File: config.mk
export PLATFORM = sky130hd
export DESIGN_NAME = alias_check_unit
export DESIGN_NICKNAME = d
export VERILOG_FILES = /design/src/rtl/alias_pkg.sv /design/src/rtl/alias_tag_gen.sv /design/src/rtl/alias_alloc_stage.sv /design/src/rtl/alias_derive_stage.sv /design/src/rtl/alias_cmp_stage.sv /design/src/rtl/alias_check_unit.sv
export SDC_FILE = /design/constraint.sdc
export NUM_CORES = 1
export LEC_CHECK = 0
export ABC_AREA = 0
export CORE_AREA = 2 2 170 172
export CTS_CLUSTER_DIAMETER = 150
export DETAILED_ROUTE_END_ITERATION = 10
export DIE_AREA = 0 0 172 174
export DONT_BUFFER_PORTS = 1
export SYNTH_ARGS = -nofsm -noshare
export SYNTH_HDL_FRONTEND = slang
export SYNTH_SLANG_ARGS = --single-unit
File: constraint.sdc
create_clock -name clk -period 1.7 [get_ports clk]
set_input_delay 0.34 -clock clk [delete_from_list [all_inputs] [get_ports clk]]
set_output_delay 0.34 -clock clk [all_outputs]
set_load 0.005 [all_outputs]
File: src/rtl/alias_pkg.sv
package alias_pkg;
    parameter int ADDR_W = 48;
    parameter int TAG_W  = 16;
    localparam int PTR_W = ADDR_W + TAG_W;

    typedef struct packed {
        logic [TAG_W-1:0]  tag;
        logic [ADDR_W-1:0] addr;
    } tptr_t;

    typedef enum logic [1:0] {
        ALIAS_NONE = 2'b00,
        ALIAS_SAME = 2'b01,
        ALIAS_TAG  = 2'b10
    } alias_kind_e;

    // Bit i of the address lands on tag bit (i mod TAG_W).
    function automatic logic [TAG_W-1:0] fold_addr(input logic [ADDR_W-1:0] a);
        logic [TAG_W-1:0] f;
        f = '0;
        for (int i = 0; i < ADDR_W; i++) begin
            f[i % TAG_W] = f[i % TAG_W] ^ a[i];
        end
        return f;
    endfunction
endpackage

File: src/rtl/alias_tag_gen.sv
module alias_tag_gen
    import alias_pkg::*;
#(
    parameter logic [TAG_W-1:0] SEED = 16'hACE1,
    parameter logic [TAG_W-1:0] TAPS = 16'hB400
) (
    input  logic             clk,
    input  logic             rst_n,
    input  logic             advance,
    output logic [TAG_W-1:0] state
);
    typedef struct packed {
        logic [TAG_W-1:0] lfsr;
    } gen_st_t;

    gen_st_t st_d, st_q;

    always_comb begin
        st_d = st_q;
        if (advance) begin
            st_d.lfsr = {1'b0, st_q.lfsr[TAG_W-1:1]} ^ (st_q.lfsr[0] ? TAPS : '0);
        end
    end

    always_ff @(posedge clk or negedge rst_n) begin
        if (!rst_n) st_q <= '{lfsr: SEED};
        else        st_q <= st_d;
    end

    assign state = st_q.lfsr;

    assert_lfsr_hold_R3: assert property (@(posedge clk) disable iff (!rst_n)
        !advance |=> $stable(state));
    assert_lfsr_moves_R3: assert property (@(posedge clk) disable iff (!rst_n)
        advance |=> state != $past(state));
    assert_lfsr_nonzero_R3: assert property (@(posedge clk) disable iff (!rst_n)
        state != '0);
endmodule

File: src/rtl/alias_alloc_stage.sv
module alias_alloc_stage
    import alias_pkg::*;
(
    input  logic              clk,
    input  logic              rst_n,
    input  logic              req_valid,
    output logic              req_ready,
    input  logic [ADDR_W-1:0] req_addr,
    input  logic [TAG_W-1:0]  lfsr,
    output logic              accept,
    output logic              rsp_valid,
    input  logic              rsp_ready,
    output tptr_t             rsp_ptr
);
    typedef struct packed {
        logic  valid;
        tptr_t ptr;
    } slot_t;

    slot_t st_d, st_q;

    always_comb begin
        st_d      = st_q;
        req_ready = !st_q.valid || rsp_ready;
        accept    = req_valid && req_ready;
        if (accept) begin
            st_d.valid    = 1'b1;
            st_d.ptr.tag  = lfsr ^ fold_addr(req_addr);
            st_d.ptr.addr = req_addr;
        end else if (rsp_ready) begin
            st_d.valid = 1'b0;
        end
    end

    always_ff @(posedge clk or negedge rst_n) begin
        if (!rst_n) st_q <= '0;
        else        st_q <= st_d;
    end

    assign rsp_valid = st_q.valid;
    assign rsp_ptr   = st_q.ptr;

    assert_alloc_hold_R9: assert property (@(posedge clk) disable iff (!rst_n)
        rsp_valid && !rsp_ready |=> rsp_valid && $stable(rsp_ptr));
    assert_alloc_addr_R2: assert property (@(posedge clk) disable iff (!rst_n)
        accept |=> rsp_valid && rsp_ptr.addr == $past(req_addr));
    assert_alloc_tag_R2: assert property (@(posedge clk) disable iff (!rst_n)
        accept |=> (rsp_ptr.tag ^ fold_addr(rsp_ptr.addr)) == $past(lfsr));
endmodule

File: src/rtl/alias_derive_stage.sv
module alias_derive_stage
    import alias_pkg::*;
(
    input  logic              clk,
    input  logic              rst_n,
    input  logic              req_valid,
    output logic              req_ready,
    input  logic              req_fwd,
    input  tptr_t             req_parent,
    input  logic [ADDR_W-1:0] req_addr,
    output logic              rsp_valid,
    input  logic              rsp_ready,
    output tptr_t             rsp_ptr
);
    typedef struct packed {
        logic  valid;
        tptr_t ptr;
    } slot_t;

    slot_t st_d, st_q;
    logic  accept;

    always_comb begin
        st_d      = st_q;
        req_ready = !st_q.valid || rsp_ready;
        accept    = req_valid && req_ready;
        if (accept) begin
            st_d.valid   = 1'b1;
            st_d.ptr.tag = req_parent.tag;
            if (req_fwd) st_d.ptr.addr = req_addr;
            else         st_d.ptr.addr = req_parent.addr + req_addr;
        end else if (rsp_ready) begin
            st_d.valid = 1'b0;
        end
    end

    always_ff @(posedge clk or negedge rst_n) begin
        if (!rst_n) st_q <= '0;
        else        st_q <= st_d;
    end

    assign rsp_valid = st_q.valid;
    assign rsp_ptr   = st_q.ptr;

    assert_drv_hold_R9: assert property (@(posedge clk) disable iff (!rst_n)
        rsp_valid && !rsp_ready |=> rsp_valid && $stable(rsp_ptr));
    assert_drv_tag_R4: assert property (@(posedge clk) disable iff (!rst_n)
        accept |=> rsp_valid && rsp_ptr.tag == $past(req_parent.tag));
    assert_drv_fwd_R4: assert property (@(posedge clk) disable iff (!rst_n)
        accept && req_fwd |=> rsp_ptr.addr == $past(req_addr));
endmodule

File: src/rtl/alias_cmp_stage.sv
module alias_cmp_stage
    import alias_pkg::*;
(
    input  logic        clk,
    input  logic        rst_n,
    input  logic        req_valid,
    output logic        req_ready,
    input  tptr_t       req_a,
    input  tptr_t       req_b,
    output logic        rsp_valid,
    input  logic        rsp_ready,
    output logic        rsp_barrier,
    output alias_kind_e rsp_kind
);
    typedef struct packed {
        logic        valid;
        alias_kind_e kind;
    } slot_t;

    slot_t st_d, st_q;
    logic  accept;

    always_comb begin
        st_d      = st_q;
        req_ready = !st_q.valid || rsp_ready;
        accept    = req_valid && req_ready;
        if (accept) begin
            st_d.valid = 1'b1;
            if (req_a == req_b)              st_d.kind = ALIAS_SAME;
            else if (req_a.tag == req_b.tag) st_d.kind = ALIAS_TAG;
            else                             st_d.kind = ALIAS_NONE;
        end else if (rsp_ready) begin
            st_d.valid = 1'b0;
        end
    end

    always_ff @(posedge clk or negedge rst_n) begin
        if (!rst_n) st_q <= '{valid: 1'b0, kind: ALIAS_NONE};
        else        st_q <= st_d;
    end

    assign rsp_valid   = st_q.valid;
    assign rsp_kind    = st_q.kind;
    assign rsp_barrier = st_q.kind != ALIAS_NONE;

    assert_cmp_hold_R9: assert property (@(posedge clk) disable iff (!rst_n)
        rsp_valid && !rsp_ready |=> rsp_valid && $stable(rsp_kind));
    assert_cmp_same_R6: assert property (@(posedge clk) disable iff (!rst_n)
        accept && req_a == req_b |=> rsp_barrier && rsp_kind == ALIAS_SAME);
    assert_cmp_tag_R7: assert property (@(posedge clk) disable iff (!rst_n)
        accept && req_a != req_b && req_a.tag == req_b.tag |=> rsp_barrier && rsp_kind == ALIAS_TAG);
    assert_cmp_none_R8: assert property (@(posedge clk) disable iff (!rst_n)
        accept && req_a.tag != req_b.tag |=> !rsp_barrier);
endmodule

File: src/rtl/alias_check_unit.sv
module alias_check_unit
    import alias_pkg::*;
#(
    parameter logic [TAG_W-1:0] SEED = 16'hACE1,
    parameter logic [TAG_W-1:0] TAPS = 16'hB400
) (
    input  logic              clk,
    input  logic              rst_n,
    input  logic              alloc_valid,
    output logic              alloc_ready,
    input  logic [ADDR_W-1:0] alloc_addr,
    output logic              alloc_rsp_valid,
    input  logic              alloc_rsp_ready,
    output logic [PTR_W-1:0]  alloc_rsp_ptr,
    input  logic              drv_valid,
    output logic              drv_ready,
    input  logic              drv_fwd,
    input  logic [PTR_W-1:0]  drv_parent,
    input  logic [ADDR_W-1:0] drv_addr,
    output logic              drv_rsp_valid,
    input  logic              drv_rsp_ready,
    output logic [PTR_W-1:0]  drv_rsp_ptr,
    input  logic              cmp_valid,
    output logic              cmp_ready,
    input  logic [PTR_W-1:0]  cmp_ptr_a,
    input  logic [PTR_W-1:0]  cmp_ptr_b,
    output logic              cmp_rsp_valid,
    input  logic              cmp_rsp_ready,
    output logic              cmp_rsp_barrier,
    output logic [1:0]        cmp_rsp_kind
);
    logic [TAG_W-1:0] lfsr_w;
    logic             alloc_take_w;
    tptr_t            alloc_ptr_w, drv_ptr_w;
    alias_kind_e      kind_w;

    alias_tag_gen #(.SEED(SEED), .TAPS(TAPS)) u_gen (
        .clk(clk), .rst_n(rst_n), .advance(alloc_take_w), .state(lfsr_w)
    );

    alias_alloc_stage u_alloc (
        .clk(clk), .rst_n(rst_n),
        .req_valid(alloc_valid), .req_ready(alloc_ready), .req_addr(alloc_addr),
        .lfsr(lfsr_w), .accept(alloc_take_w),
        .rsp_valid(alloc_rsp_valid), .rsp_ready(alloc_rsp_ready), .rsp_ptr(alloc_ptr_w)
    );

    alias_derive_stage u_drv (
        .clk(clk), .rst_n(rst_n),
        .req_valid(drv_valid), .req_ready(drv_ready), .req_fwd(drv_fwd),
        .req_parent(tptr_t'(drv_parent)), .req_addr(drv_addr),
        .rsp_valid(drv_rsp_valid), .rsp_ready(drv_rsp_ready), .rsp_ptr(drv_ptr_w)
    );

    alias_cmp_stage u_cmp (
        .clk(clk), .rst_n(rst_n),
        .req_valid(cmp_valid), .req_ready(cmp_ready),
        .req_a(tptr_t'(cmp_ptr_a)), .req_b(tptr_t'(cmp_ptr_b)),
        .rsp_valid(cmp_rsp_valid), .rsp_ready(cmp_rsp_ready),
        .rsp_barrier(cmp_rsp_barrier), .rsp_kind(kind_w)
    );

    assign alloc_rsp_ptr = alloc_ptr_w;
    assign drv_rsp_ptr   = drv_ptr_w;
    assign cmp_rsp_kind  = kind_w;

    assert_ports_free_R10: assert property (@(posedge clk) disable iff (!rst_n)
        alloc_valid && alloc_ready |=> alloc_rsp_valid);
    assert_drv_due_R9: assert property (@(posedge clk) disable iff (!rst_n)
        drv_valid && drv_ready |=> drv_rsp_valid);
    assert_cmp_due_R9: assert property (@(posedge clk) disable iff (!rst_n)
        cmp_valid && cmp_ready |=> cmp_rsp_valid);
endmodule

Word-level counts from Yosys, hierarchy flattened
Cells that the tools add are included.
{"block": "op_classes", "n_addsub": 1, "eq_ne": 2, "mux": 10, "n_bitwise": 34, "n_reduce_logical": 13}
{"cell": "64-bit equality test", "n": 1}
{"cell": "48-bit adder", "n": 1}
{"cell": "48-bit 2-to-1 mux", "n": 1}
{"cell": "1-bit bitwise XOR", "n": 32}
{"cell": "16-bit equality test", "n": 1}
{"cell": "16-bit 2-to-1 mux", "n": 1}
{"cell": "15-bit by 16-bit bitwise XOR with 16-bit output", "n": 1}
{"cell": "16-bit bitwise XOR", "n": 1}
{"cell": "2-bit nonzero test", "n": 4}
{"cell": "1-bit 2-to-1 mux", "n": 6}
{"cell": "2-bit 2-to-1 mux", "n": 2}
{"cell": "1-bit logical AND", "n": 3}
{"cell": "1-bit logical NOT", "n": 3}
{"cell": "1-bit logical OR", "n": 3}
{"block": "word_totals", "ff_bits": 149, "input_bits": 297, "output_inout_bits": 137, "elab_cells": 69}

Logic depth before layout (Yosys ltp)
{"block": "logic_depth", "word_depth": 4, "depth_mapped": 12, "depth_no_buf": 12}

Cells and area by module
From an unflattened synthesis, not the netlist that was laid out.
{"block": "unflattened", "cells_unflattened": 1045, "area_unflattened_um2": 10342.4}
{"mod": "alias_derive_stage", "n_inst": 1, "cells_each": 722, "area_per_inst_um2": 5731.7, "seq_area_each_um2": 1626.6}
{"mod": "alias_alloc_stage", "n_inst": 1, "cells_each": 188, "area_per_inst_um2": 3111.7, "seq_area_each_um2": 1626.6}
{"mod": "alias_cmp_stage", "n_inst": 1, "cells_each": 95, "area_per_inst_um2": 843.3, "seq_area_each_um2": 75.1}
{"mod": "alias_tag_gen", "n_inst": 1, "cells_each": 40, "area_per_inst_um2": 655.6, "seq_area_each_um2": 410.4}

Worst setup path before layout
Ideal clock, no wire load.
{"block": "synth_path", "path_type": "input-to-reg", "startpoint": "input port drv_parent[0]", "endpoint": "register u_drv.st_q (netlist bit u_drv.rsp_ptr[38])", "setup_time_ns": 0.119, "t_arrival_ns": 2.601, "required_time_ns": 1.581, "slack_ns": -1.019, "path_stages": 12, "path_buffers": 0, "path_cell_list": "ha_1 > inv_1 > fa_1 > nor2b_1 > o2111ai_1 > a21oi_2 > o2111ai_1 > a31oi_2 > o21ai_2 > a21o_1 > a311o_1 > o21a_1"}
{"block": "synth_via", "elab_chain_len": 2}
{"element": "start: declaration", "line_no": "alias_check_unit.sv:18", "source": "input logic [PTR_W-1:0] drv_parent,"}
{"element": "48-bit adder", "line_no": "alias_derive_stage.sv:31", "source": "else st_d.ptr.addr = req_parent.addr + req_addr;"}
{"element": "48-bit 2-to-1 mux", "line_no": "alias_derive_stage.sv:30", "source": "if (req_fwd) st_d.ptr.addr = req_addr;"}
{"element": "end signal: assignment", "line_no": "alias_derive_stage.sv:39", "source": "else st_q <= st_d;"}
{"element": "end: declaration", "line_no": "alias_derive_stage.sv:20", "source": "slot_t st_d, st_q;"}
Every way passes these cells.
A chain may end at the register's enable or synchronous reset.

Final worst setup path
Same ends and word-level chain as after synthesis.

==> results by group <==
Status
  • Outcome: complete, but fails checks
  • Failing checks: hold timing, setup timing

Critical path
  • CP startpoint kind: input port
  • Slowest Stage Delay on Critical Path: approximately 360 ps
  • WP buf/inv: 2
  • Crit path arrival time: 2520 ps
  • Worst EP required: 2010 ps
  • Stages on the worst setup path: 13
  • Critical path type: input port to flop
  • Crit-path max FO: 5
  • CP delay by family, top: compound AO/OA/AOI/OAI gates
  • Worst setup EP type: flop
  • Crit path from: drv_parent[0]
  • Critical path's slowest cell: fa_2
  • Crit path top cell by count: o2111ai_4
  • Reg-to-Reg Start: u_drv.rsp_valid
  • Worst r2r path cells: 7
  • Critical path cell sequence: ha_4 -> inv_2 -> fa_2 -> nor2b_4 -> o2111ai_4 -> a21oi_4 -> buf_12 -> o2111ai_4 -> a31oi_4 -> o21ai_4 -> a21o_1 -> a311o_1 -> o21a_1

Clock network
  • Clk slew on worst S/H paths: around 70 ps
  • Clock Sinks: around 150
  • Maximum root-to-sink buffer count: 2
  • CTS Buf Count: 17
  • Cts hold-fix bufs: 10
  • Root Buffer: clkbuf_16
  • # H-tree levels: 4
  • TritonCTS clock tree: built
  • Worst skew pair latency: 430 ps

GRT
  • Initial antenna violation count: 7
  • Global-route met3 utilization: under 10%
  • GR peak layer: met2
  • Vias in the first global route: 8911
  • Largest net degree at the start of global routing: 150
  • Global-route wire length before repair: 50200 microns
  • Total congestion overflow: 0
  • Tot GR Track Use: 22.3%
  • Global Route met1 Usage: 22.1%
  • Met2 usage: 41.4%

Placed design
  • DP HPWL: about 27000 microns
  • DP Area: roughly 0.012 sq mm
  • Port bufs: 0
  • Placer Congestion: 0.905
  • Dpl cells: 1573

STA
  • Setup ws final: -504 ps
  • Max Clock Freq: between 0.4 and 0.5 GHz
  • Tcrit/Tclk final: 130%
  • Slew Limit Fails: 0
  • Worst Max-Slew Pin Slew: 508 ps
  • Setup TNS Final: -11970 ps
  • Hold_ws: -394 ps
  • Slew Limit Headroom: 66.0%
  • Setup Skew: 7.49 ps
  • Final Hold Vio Count: 149
  • RSZ-0062 raised after global routing: yes
  • Min Tclk post-route: ~2200 ps
  • Final setup viols: 41

Route
  • Vias per cell: around 5.4
  • Drt pass-1 iters: 5
  • DRT Wirelength: 34600 microns
  • Initial DRC count: 450
  • Routed WL per cell: around 21 microns
  • DR DRC count: 0
  • Via Count: between 8k and 9k
  • DRT antenna net count: 0

Cells and area
  • Nets@finish: 1578
  • Non-filler cells, final: 1634
  • Fill count: between 2k and 3k
  • Final instance area: around 0.013 sq mm
  • Synth-to-Final Area Change: 35.2%
  • Register area: 0.00374 sq mm
  • Multi-input gate area: roughly 0.0067 sq mm
  • Share of layout cells above drive strength 1: 33.5%

Flow run
  • Maxcap violations: 0

Power and ir drop
  • PD cells: 978 mW/mm^2
  • Total power: about 13 mW
  • Leak pwr: 5.68 nW
  • Max VDD drop: 0.457 mV

Floorplanning
  • Die Span Y: 174 microns
  • Total I/O pin count: ~430
  • Core area: 0.0282 sq mm
  • Starting Density: 34.8%
  • Die ar.: roughly 0.03 sq mm
  • Die width: 172 microns
  • Row cnt: between 60 and 70

Yosys
  • Net Count, Synth: 1414
  • Average cell area after synthesis: 9.20 sq um
  • Synth top cells by count: dfrtp_1, nand2_1, a21oi_1, xor2_1, o21ai_0
  • Cells after Synth: 1069
  • Post-synth top flop: dfrtp_1
  • Post-synthesis sequential area ratio: between 30% and 40%
  • Ys Warns: 0
  • EDFF count, synth: 0
  • Synthesized area: 0.00984 sq mm
  • Async SR Flop Fraction: 100%
  • Synth area leaders: dfrtp_1, mux2_2, xor2_1, xnor2_1, ha_1
  • Post-synth top area share: roughly 36%
  • Yosys top cell by area: dfrtp_1
  • Post-synthesis register bit count: 149
  • Distinct cell type count after synthesis: 64

Min path
  • Hold Crit Class: input port to async pin
## layout make-up
class	count	share of cell area, %
clock buffers	17	3.20
multi-input cells	850	50.5
well taps	384	3.61
clock inverters	15	1.71
flip-flops and latches	149	28.1
repair buffers	200	12.4
inverters	15	0.423
diodes	4	0.0752
## path summary, 6_finish.rpt
check | end | slack, ps
max | u_drv.rsp_ptr[38] | -500
max in group asynchronous | u_gen.state[10] | 1830
min reg2reg | u_gen.state[10] | 500
min | u_alloc.rsp_ptr[18] | -390
min in group clk | u_drv.rsp_ptr[56] | 20
max reg2reg | u_drv.rsp_ptr[26] | 60
## registers in the layout, indices dropped and copies added (netlist names)
name / cells
u_alloc.rsp_ptr: 64
u_alloc.rsp_valid: 1
u_cmp.rsp_kind: 2
u_cmp.rsp_valid: 1
u_drv.rsp_ptr: 64
u_drv.rsp_valid: 1
u_gen.state: 16
## power breakdown
part           switching (mW)  internal (mW)
clock network            1.78           2.54
logic                    1.63           1.96
registers               0.730           4.36
## metal layers
layer,share of wire [%],routed length (microns)
met1,34,11900
met2,52,18100
met3,9.3,3220
met4,3.9,1330
met5,0.13,46
## stage by stage
stage | util, % | setup WS (ps)
global placement | 41.6 | -1170
floorplan | - | -774
detailed placement | 41.6 | -1160
global route | 47.1 | -560
finish | 47.1 | -504
CTS | 46.5 | -492
## what timing repair did
item / in CTS / in global routing
endpoints found under the hold margin: 159 / 149
endpoints found under the setup margin: 38 / 42
gates resized for setup: 98 / 35
gates cloned: 0 / 0
setup buffers: 17 / 5
pin swaps: 44 / 29
## layout by cell type, fill, tap and decap left out, types with 15 or more instances in the layout
cell type,Yosys,layout
buf_4,2,175
dfrtp_1,141,141
nand2_1,141,136
xor2_1,79,79
xnor2_1,69,69
mux2_2,62,62
a21oi_1,84,58
o21ai_0,72,48
nor2_1,45,42
a21o_1,26,26
o21ai_1,16,26
ha_1,47,23
a21oi_2,1,22
ha_4,0,21
nor4_1,19,18
nand3_1,20,17
clkbuf_16,0,17
nand4_1,15,15
## logic make-up (layout without fill, tap and decap cells)
family | Yosys count | count (layout) | share of synthesized area (%)
xor+xnor | 148 | 148 | 13.2
flops | 149 | 149 | 38.0
other cells | 0 | 4 | 0
simple gates | 304 | 304 | 14.5
compound gates | 280 | 280 | 17.5
mux | 70 | 70 | 7.91
fa+ha+maj | 48 | 48 | 6.18
buf+inv | 70 | 247 | 2.81
No activity file was read; power rests on OpenSTA's default activity.
